## src/rtl/irq_rt_pkg.sv

```systemverilog
package irq_rt_pkg;
  // Default geometry of the router.
  localparam int unsigned DEF_LINES    = 64;
  localparam int unsigned DEF_MAX_CPUS = 4;
  localparam int unsigned DEF_NUM_CPUS = 3;

  // One-hot vector of the maximum supported width; callers truncate.
  function automatic logic [255:0] line_onehot(input int unsigned idx);
    logic [255:0] v;
    v = '0;
    v[idx[7:0]] = 1'b1;
    return v;
  endfunction
endpackage

```

## src/rtl/irq_strobe_dec.sv

```systemverilog
module irq_strobe_dec
  import irq_rt_pkg::*;
#(
  parameter int unsigned LINES = DEF_LINES,
  localparam int unsigned LINE_W = $clog2(LINES)
) (
  input  logic              set_vld,
  input  logic [LINE_W-1:0] set_line,
  input  logic              clr_vld,
  input  logic [LINE_W-1:0] clr_line,
  input  logic [LINES-1:0]  raw_q,
  output logic [LINES-1:0]  set_oh,
  output logic [LINES-1:0]  clr_oh
);
  logic same_line;
  logic set_take;
  logic clr_take;
  logic [255:0] set_wide;
  logic [255:0] clr_wide;

  // A clear naming the same line overrides the set in that cycle.
  assign same_line = clr_vld && (clr_line == set_line);
  assign set_take  = set_vld && !same_line;
  // A clear only acts on a line whose raw bit is currently set.
  assign clr_take  = clr_vld && raw_q[clr_line];

  assign set_wide = line_onehot(int'(set_line));
  assign clr_wide = line_onehot(int'(clr_line));

  assign set_oh = set_take ? set_wide[LINES-1:0] : '0;
  assign clr_oh = clr_take ? clr_wide[LINES-1:0] : '0;
endmodule

```

## src/rtl/irq_raw_reg.sv

```systemverilog
module irq_raw_reg
  import irq_rt_pkg::*;
#(
  parameter int unsigned LINES = DEF_LINES
) (
  input  logic             clk,
  input  logic             rst_n,
  input  logic [LINES-1:0] set_oh,
  input  logic [LINES-1:0] clr_oh,
  output logic [LINES-1:0] raw_q,
  output logic [LINES-1:0] raw_nx
);
  assign raw_nx = (raw_q | set_oh) & ~clr_oh;

  always_ff @(posedge clk) begin
    if (!rst_n) raw_q <= '0;
    else        raw_q <= raw_nx;
  end
endmodule

```

## src/rtl/irq_cpu_lane.sv

```systemverilog
module irq_cpu_lane
  import irq_rt_pkg::*;
#(
  parameter int unsigned LINES = DEF_LINES
) (
  input  logic             clk,
  input  logic             rst_n,
  input  logic             wr_hit,
  input  logic [LINES-1:0] wr_data,
  input  logic [LINES-1:0] raw_nx,
  input  logic [LINES-1:0] set_oh,
  output logic [LINES-1:0] mask_q,
  output logic [LINES-1:0] routed_q,
  output logic [LINES-1:0] post_q,
  output logic [LINES-1:0] clr_q,
  output logic             lvl_q
);
  logic [LINES-1:0] mask_nx;
  logic [LINES-1:0] rt_nx;
  logic [LINES-1:0] post_nx;
  logic [LINES-1:0] clr_nx;

  assign mask_nx = wr_hit ? wr_data : mask_q;
  assign rt_nx   = mask_nx & raw_nx;
  // Rising routed bits, plus a repeat post for a fresh device set.
  assign post_nx = (rt_nx & ~routed_q) | (set_oh & mask_nx);
  // Falling routed bits, whichever side caused them.
  assign clr_nx  = routed_q & ~rt_nx;

  always_ff @(posedge clk) begin
    if (!rst_n) begin
      mask_q   <= '0;
      routed_q <= '0;
      post_q   <= '0;
      clr_q    <= '0;
      lvl_q    <= 1'b0;
    end else begin
      mask_q   <= mask_nx;
      routed_q <= rt_nx;
      post_q   <= post_nx;
      clr_q    <= clr_nx;
      lvl_q    <= |rt_nx;
    end
  end
endmodule

```

## src/rtl/irq_route_top.sv

```systemverilog
module irq_route_top
  import irq_rt_pkg::*;
#(
  parameter int unsigned LINES    = DEF_LINES,
  parameter int unsigned MAX_CPUS = DEF_MAX_CPUS,
  parameter int unsigned NUM_CPUS = DEF_NUM_CPUS,
  localparam int unsigned LINE_W = $clog2(LINES),
  localparam int unsigned CPU_W  = $clog2(MAX_CPUS)
) (
  input  logic                      clk,
  input  logic                      rst_n,
  input  logic                      dev_set_vld,
  input  logic [LINE_W-1:0]         dev_set_line,
  input  logic                      dev_clr_vld,
  input  logic [LINE_W-1:0]         dev_clr_line,
  input  logic                      msk_wr_en,
  input  logic [CPU_W-1:0]          msk_wr_cpu,
  input  logic [LINES-1:0]          msk_wr_data,
  input  logic [CPU_W-1:0]          rd_cpu,
  output logic [LINES-1:0]          rd_mask,
  output logic [LINES-1:0]          rd_routed,
  output logic [LINES-1:0]          raw_vec,
  output logic [MAX_CPUS*LINES-1:0] post_evt,
  output logic [MAX_CPUS*LINES-1:0] clr_evt,
  output logic [MAX_CPUS-1:0]       irq_lvl
);
  logic [LINES-1:0] set_oh;
  logic [LINES-1:0] clr_oh;
  logic [LINES-1:0] raw_q;
  logic [LINES-1:0] raw_nx;
  logic [LINES-1:0] mask_arr   [MAX_CPUS];
  logic [LINES-1:0] routed_arr [MAX_CPUS];

  irq_strobe_dec #(.LINES(LINES)) u_dec (
    .set_vld  (dev_set_vld),
    .set_line (dev_set_line),
    .clr_vld  (dev_clr_vld),
    .clr_line (dev_clr_line),
    .raw_q    (raw_q),
    .set_oh   (set_oh),
    .clr_oh   (clr_oh)
  );

  irq_raw_reg #(.LINES(LINES)) u_raw (
    .clk    (clk),
    .rst_n  (rst_n),
    .set_oh (set_oh),
    .clr_oh (clr_oh),
    .raw_q  (raw_q),
    .raw_nx (raw_nx)
  );

  assign raw_vec = raw_q;

  for (genvar c = 0; c < MAX_CPUS; c++) begin : g_cpu
    if (c < NUM_CPUS) begin : g_live
      logic hit;
      assign hit = msk_wr_en && (msk_wr_cpu == CPU_W'(c));
      irq_cpu_lane #(.LINES(LINES)) u_lane (
        .clk      (clk),
        .rst_n    (rst_n),
        .wr_hit   (hit),
        .wr_data  (msk_wr_data),
        .raw_nx   (raw_nx),
        .set_oh   (set_oh),
        .mask_q   (mask_arr[c]),
        .routed_q (routed_arr[c]),
        .post_q   (post_evt[c*LINES +: LINES]),
        .clr_q    (clr_evt[c*LINES +: LINES]),
        .lvl_q    (irq_lvl[c])
      );
    end else begin : g_absent
      assign mask_arr[c]                 = '0;
      assign routed_arr[c]               = '0;
      assign post_evt[c*LINES +: LINES]  = '0;
      assign clr_evt[c*LINES +: LINES]   = '0;
      assign irq_lvl[c]                  = 1'b0;
    end
  end

  assign rd_mask   = mask_arr[rd_cpu];
  assign rd_routed = routed_arr[rd_cpu];
endmodule

```

## config.mk

```make
export PLATFORM = sky130hd
export DESIGN_NAME = irq_route_top
export DESIGN_NICKNAME = d
export VERILOG_FILES = /design/src/rtl/irq_rt_pkg.sv /design/src/rtl/irq_strobe_dec.sv /design/src/rtl/irq_raw_reg.sv /design/src/rtl/irq_cpu_lane.sv /design/src/rtl/irq_route_top.sv
export SDC_FILE = /design/constraint.sdc
export NUM_CORES = 2
export LEC_CHECK = 0
export BUFFER_PORTS_ARGS = -buffer_cell sky130_fd_sc_hd__buf_2
export CAP_MARGIN = 25
export CORE_ASPECT_RATIO = 0.5
export CORE_UTILIZATION = 45
export DETAILED_ROUTE_END_ITERATION = 7
export HOLD_SLACK_MARGIN = 0.05
export PLACE_DENSITY = 0.71
export RECOVER_POWER = 100
export SETUP_SLACK_MARGIN = 0.2
export SYNTH_ARGS = -nofsm -noshare
export SYNTH_HDL_FRONTEND = slang
export SYNTH_SLANG_ARGS = --single-unit
```

## constraint.sdc

```tcl
create_clock -name clk -period 2.48 [get_ports clk]
set_input_delay 0.372 -clock clk [delete_from_list [all_inputs] [get_ports clk]]
set_output_delay 0.372 -clock clk [all_outputs]
set_load 0.02 [all_outputs]
```

# --- Word-level counts from Yosys, hierarchy flattened ---
# Cells that the tools add are included.
op_classes:
  n_bitwise: 25
  eq_ne: 3
  mux: 17
  n_lt_le_gt_ge: 6
  n_reduce_logical: 13
ops:
  columns: ["operator", "count"]
  rows:
  - ["$and 64x64->64", 13]
  - ["$mux 64", 9]
  - ["$not 64->64", 7]
  - ["$bmux 64 s2", 2]
  - ["$or 64x64->64", 4]
  - ["$reduce_or 64->1", 3]
  - ["$lt 6x9->1 const B", 2]
  - ["$demux 1 s6", 2]
  - ["$ge 6x1->1 const B", 2]
  - ["$logic_and 1x1->1", 8]
  - ["$lt 6x7->1 const B", 1]
  - ["$bmux 1 s6", 1]
  - ["$eq 6x6->1", 1]
  - ["$ge 3x3->1 const B", 1]
  - ["$mux 1", 3]
  - ["$not 2->3", 1]
  - ["$eq 2x1->1 const B", 1]
  - ["$eq 2x2->1 const B", 1]
  - ["$logic_not 2->1", 1]
  - ["$logic_not 1->1", 1]
word_totals:
  wordCells: 80
  input_bits: 85
  out_inout_bits: 708
  regBits: 835

# --- Depth between registers and ports, before layout ---
depth:
  depth_word: 10
  ltp_mapped: 13
  ltp_nobuf: 9

# --- By module ---
# Synthesis repeated with hierarchy kept, for this count alone.
hier_totals:
  cells_unflattened: 3260
  area_unflattened_um2: 33248.1
by_module_without_submodules:
  columns: ["module", "seq_area_each_um2", "area_per_inst_um2", "cells_each", "n_inst"]
  rows:
  - ["irq_cpu_lane", 5144.9, 8515.7, 761, 3]
  - ["irq_route_top", 0.0, 3801.1, 432, 1]
  - ["irq_raw_reg", 1281.2, 2272.2, 262, 1]
  - ["irq_strobe_dec", 0.0, 1627.8, 283, 1]

# --- Worst setup path before layout ---
# OpenSTA, ideal clock, no wires.
synth_path:
  kind: "input to register"
  start: "input msk_wr_cpu[0]"
  end: "register g_cpu[0].g_live.u_lane.lvl_q"
  slack_ps: -148
  required_ps: 2347
  arrival_ps: 2495
  stages: 10
  setup_time_ps: 133
  path_buffers: 1
  cell_sequence: "nor3b_1 > buf_2 > mux2_2 > a222oi_1 > a21boi_0 > a31oi_1 > a2111oi_0 > nand4_1 > nor3_1 > a31oi_1"
synth_via:
  elab_chain_cells: 5
synth_rtl:
  columns: ["item", "line", "source"]
  rows:
  - ["from (decl)", "irq_route_top.sv:17", "input logic [CPU_W-1:0] msk_wr_cpu,"]
  - ["$logic_not 2->1", "irq_route_top.sv:58", "assign hit = msk_wr_en && (msk_wr_cpu == CPU_W'(c));"]
  - ["$logic_and 1x1->1", "irq_route_top.sv:58", null]
  - ["$mux 64", "irq_cpu_lane.sv:23", "assign mask_nx = wr_hit ? wr_data : mask_q;"]
  - ["$and 64x64->64", "irq_cpu_lane.sv:24", "assign rt_nx = mask_nx & raw_nx;"]
  - ["$reduce_or 64->1", "irq_cpu_lane.sv:42", "lvl_q <= |rt_nx;"]
  - ["to (signal assigned)", "irq_cpu_lane.sv:42", null]
  - ["to (decl)", "irq_cpu_lane.sv:16", "output logic lvl_q"]
# No other way between the ends.
# A chain may end at the register's enable or synchronous reset.

# --- Worst setup path in the final report ---
layout_path:
  start: "input dev_set_line[5]"
  end: "register g_cpu[0].g_live.u_lane.lvl_q"
layout_via:
  elab_chain_cells: 9
  elab_cells_between_ends: 14
  cone_classes: "order compare: 2; eq/ne: 1; mux: 3; bitwise: 3; reduce/logical: 5"
layout_rtl:
  columns: ["item", "line", "source"]
  rows:
  - ["from (decl)", "irq_route_top.sv:13", "input logic [LINE_W-1:0] dev_set_line,"]
  - ["$lt 6x9->1 (not written as such) (tied with other cells)", "irq_rt_pkg.sv:11", "v[idx[7:0]] = 1'b1;"]
  - ["$logic_and 1x1->1, on equally long branches", "irq_rt_pkg.sv:11, irq_strobe_dec.sv:22", null]
  - ["$mux 1 (not written as such) / $logic_not 1->1 (equally long branches)", "irq_rt_pkg.sv:11, irq_strobe_dec.sv:23", null]
  - ["$demux 1 s6 / $logic_and 1x1->1 (equally long branches)", null, null]
  - ["$mux 64 (*)", "irq_strobe_dec.sv:30", "assign set_oh = set_take ? set_wide[LINES-1:0] : '0;"]
  - ["$or 64x64->64 (*)", "irq_raw_reg.sv:13", "assign raw_nx = (raw_q | set_oh) & ~clr_oh;"]
  - ["$and 64x64->64 (*)", "irq_raw_reg.sv:13", null]
  - ["$and 64x64->64 (*)", "irq_cpu_lane.sv:24", null]
  - ["$reduce_or 64->1 (*)", "irq_cpu_lane.sv:42", null]
# Mark *: on every way between the ends. The rest lies on a longest branch, timed or not.

==> metrics.txt <==
RSZ-0062 raised after global routing=true; DRT Wirelength=about 150000 µm; YS warnings=0; Post-Route Skew=36.6 ps; Clock Pin Slew Worst Setup and Hold Paths=approximately 70 ps; TNS Setup=-514 ps; Yosys top cell area share=49.0%; CTS H-tree depth=3; row count=70; drt drc=0; met2 wire length=between 60000 and 70000 µm; Avg Inst Size Synth=8.99 µm²; critical-path cell list=buf_2, xor2_1, nor3_4, buf_12, buf_4, a211oi_4, buf_12, a21oi_1, a21oi_1, nand2_1, o211ai_1, buf_12, nor3_1, buf_4, a31oi_1; HPWL Detailed=about 110000 µm; Slowest-stage cell, CP=a21oi_1; Worst-Margin Slew=approximately 800 ps; floorplan die height=197 µm; Final Util=between 60 and 70%; top-count cell post-synth=dfxtp_1; Highest Signal Layer=met5; Initial Util=about 46%; Crit path arrival time=approximately 3300 ps; final worst-path cycle share=107%; clk sinks=835; nets=about 5200; crit path kind=in -> reg; HP Class=in -> reg; fin worst setup slack=-178 ps; VDD IR max=around 490 µV; layout cells sized above 1=about a quarter; final hold violations=0; r2r setup slk=-130 ps; number of global-route vias before repair=roughly 32000; Async SR Flop Fraction=0%; Yosys reg bits=~840; Horiz. Die Dim=about 400 µm; clock buffer depth=3; first-pass GRT wire length=between 200000 and 250000 µm; CP peak stage delay=480 ps; final slew viol count=0; TritonCTS clock tree=built; CP required=~3000 ps; GR Overflow Total=0; Cells after Synth=approximately 3800; most common cell type on the critical path=buf_12; Period minus WS final=about 2700 ps; Netlist Area Pre-Place=34100 µm²; number of port buffers=approximately 660; DRT antenna net count=0; worst slew margin relative to its limit=47.6%; pin count of the biggest net entering global routing=~130; worst skew pair latency=approximately 680 ps; wl on met1=roughly 60000 µm; Leakage=approximately 21 nW; critical path endpoint category=register; Max-cap violations=0; post-DR vias/cell=5.46; number of synthesized flops with an enable pin=0; met3 wire length=13500 µm; Vias=33500; Place WS=-1180 ps; synth top area cells=dfxtp_1 49%, mux2i_1 7.3%, nor2_1 7.1%; Tot Pwr=28.5 mW; Area Growth Syn to Fin=34.9%; WL/cell=~24 µm; Top Ports=between 700 and 800; fill count=6527; Distinct cells, synth=88; gpl congestion=~1.0; dominant synthesized flop cell=dfxtp_1; Hold Slack=approximately 120 ps; CORE AREA=between 70000 and 80000 µm²; total CTS buffers=between 70 and 80; leading area contributor after synthesis=dfxtp_1; fmax=approximately 0.38 GHz; final setup fails=3; power per cell area=roughly 620 nW/µm²; clock tree root driver cell=clkbuf_16; failing checks=negative setup slack; initial antenna violation count=13; most instantiated cells after synthesis=835 x dfxtp_1, 650 x nor2_1, 365 x nand2_1, 250 x mux2i_1, 201 x inv_1; GRT Overall Usage=36.2%; DRT Pass-1 Iters=6; critical path launch point type=primary input; outcome=finished, violations left; Seq/Total Area, Yosys=49.0%; die area=approximately 77000 µm²; initial DRC count=3235; critical path peak fanout=5
stage by stage:
| step | std cells | cell area [µm²] |
|---|---|---|
| after floorplan | 3924 | 34900 |
| after global placement | 5992 | 43300 |
| after detailed placement | 5993 | 43300 |
| after CTS | 6138 | 46400 |
| after global routing | 6145 | 46000 |
| final | 6145 | 46000 |
flip-flops by register name, indices dropped and copies added (netlist names):
| name | cells |
|---|---|
| g_cpu.g_live.u_lane.clr_q | 192 |
| g_cpu.g_live.u_lane.lvl_q | 3 |
| g_cpu.g_live.u_lane.mask_q | 192 |
| g_cpu.g_live.u_lane.post_q | 192 |
| g_cpu.g_live.u_lane.routed_q | 192 |
| u_raw.raw_q | 64 |
cells in the final DEF, fill, tap and decap left out, drive strengths merged, types with 12 or more instances in the layout:
cell type,instances
mux2i,250
conb,129
nand2b,133
o32ai,24
a2111oi,24
inv,205
o22ai,51
o211ai,19
clkbuf,597
nor2b,18
o21a,86
mux2,86
buf,897
nand3,14
o21ai,207
nand4,15
o211a,61
dfxtp,835
nor2,652
nand2,366
a22oi,15
o22a,21
or2,24
a21oi,130
and2,37
clkinv,12
and3,41
nor3,17
cells by family after synthesis:
family,Yosys count,share of synthesized area (%)
AO/OA/AOI/OAI,728,15.1
XOR/XNOR,6,0.154
buffers and inverters,520,7.51
flip-flops,835,49.0
multiplexers,341,10.5
other,1,0.0110
AND/OR/NAND/NOR,1365,17.7
layer usage:
metal / track usage, % / up-vias
li1: - / 15200
met1: 48.4 / 16300
met2: 55.3 / 1723
met3: 8.14 / 378
met4: 17.7 / 6
met5: 0 / -
what timing repair did:
item                                    4_1_cts  5_1_grt
pin swaps                                    19       14
hold endpoints to repair                      1        0
buffers inserted                             12        0
gates resized for setup                      98       60
hold buffers                                  1        0
endpoints found under the setup margin       29       76
final cells by class:
type | instances | area, µm² | area share [%]
diodes | 7 | 17.5 | 0.0380
clock buffers | 103 | 2160 | 4.70
clock inverters | 29 | 405 | 0.881
inverters | 202 | 758 | 1.65
multi-input cells | 2569 | 16000 | 34.8
flip-flops and latches | 835 | 16700 | 36.4
well taps | 1008 | 1260 | 2.74
repair buffers | 1392 | 8670 | 18.8
path summary, 6_finish.rpt:
path                                             startpoint                                            to  depth (start not counted)
max                                         dev_set_line[5]       g_cpu[0].g_live.u_lane.lvl_q$_SDFF_PN0_                         15
min                                         msk_wr_data[62]  g_cpu[2].g_live.u_lane.mask_q[62]$_SDFF_PN0_                          4
max reg2reg                       u_raw.raw_q[0]$_SDFF_PN0_       g_cpu[2].g_live.u_lane.lvl_q$_SDFF_PN0_                         10
min reg2reg  g_cpu[0].g_live.u_lane.routed_q[22]$_SDFF_PN0_   g_cpu[0].g_live.u_lane.clr_q[22]$_SDFF_PN0_                          2
power by group:
part           leakage [nW]  internal, mW  switching, mW  total [mW]
combinational          13.3         0.910           1.60        2.51
sequential             6.75          13.5         0.0736        13.6
clock                  1.25          6.98           5.36        12.3
total                  21.3          21.4           7.04        28.5
worst max-delay path: cells and delay by family:
| family | cells | cell delay, ps |
|---|---|---|
| compound gates | 5 | 1270 |
| xor+xnor | 1 | 350 |
| simple gates | 3 | 290 |
| buf+inv | 6 | 960 |
(Power assumes the default switching activity.)
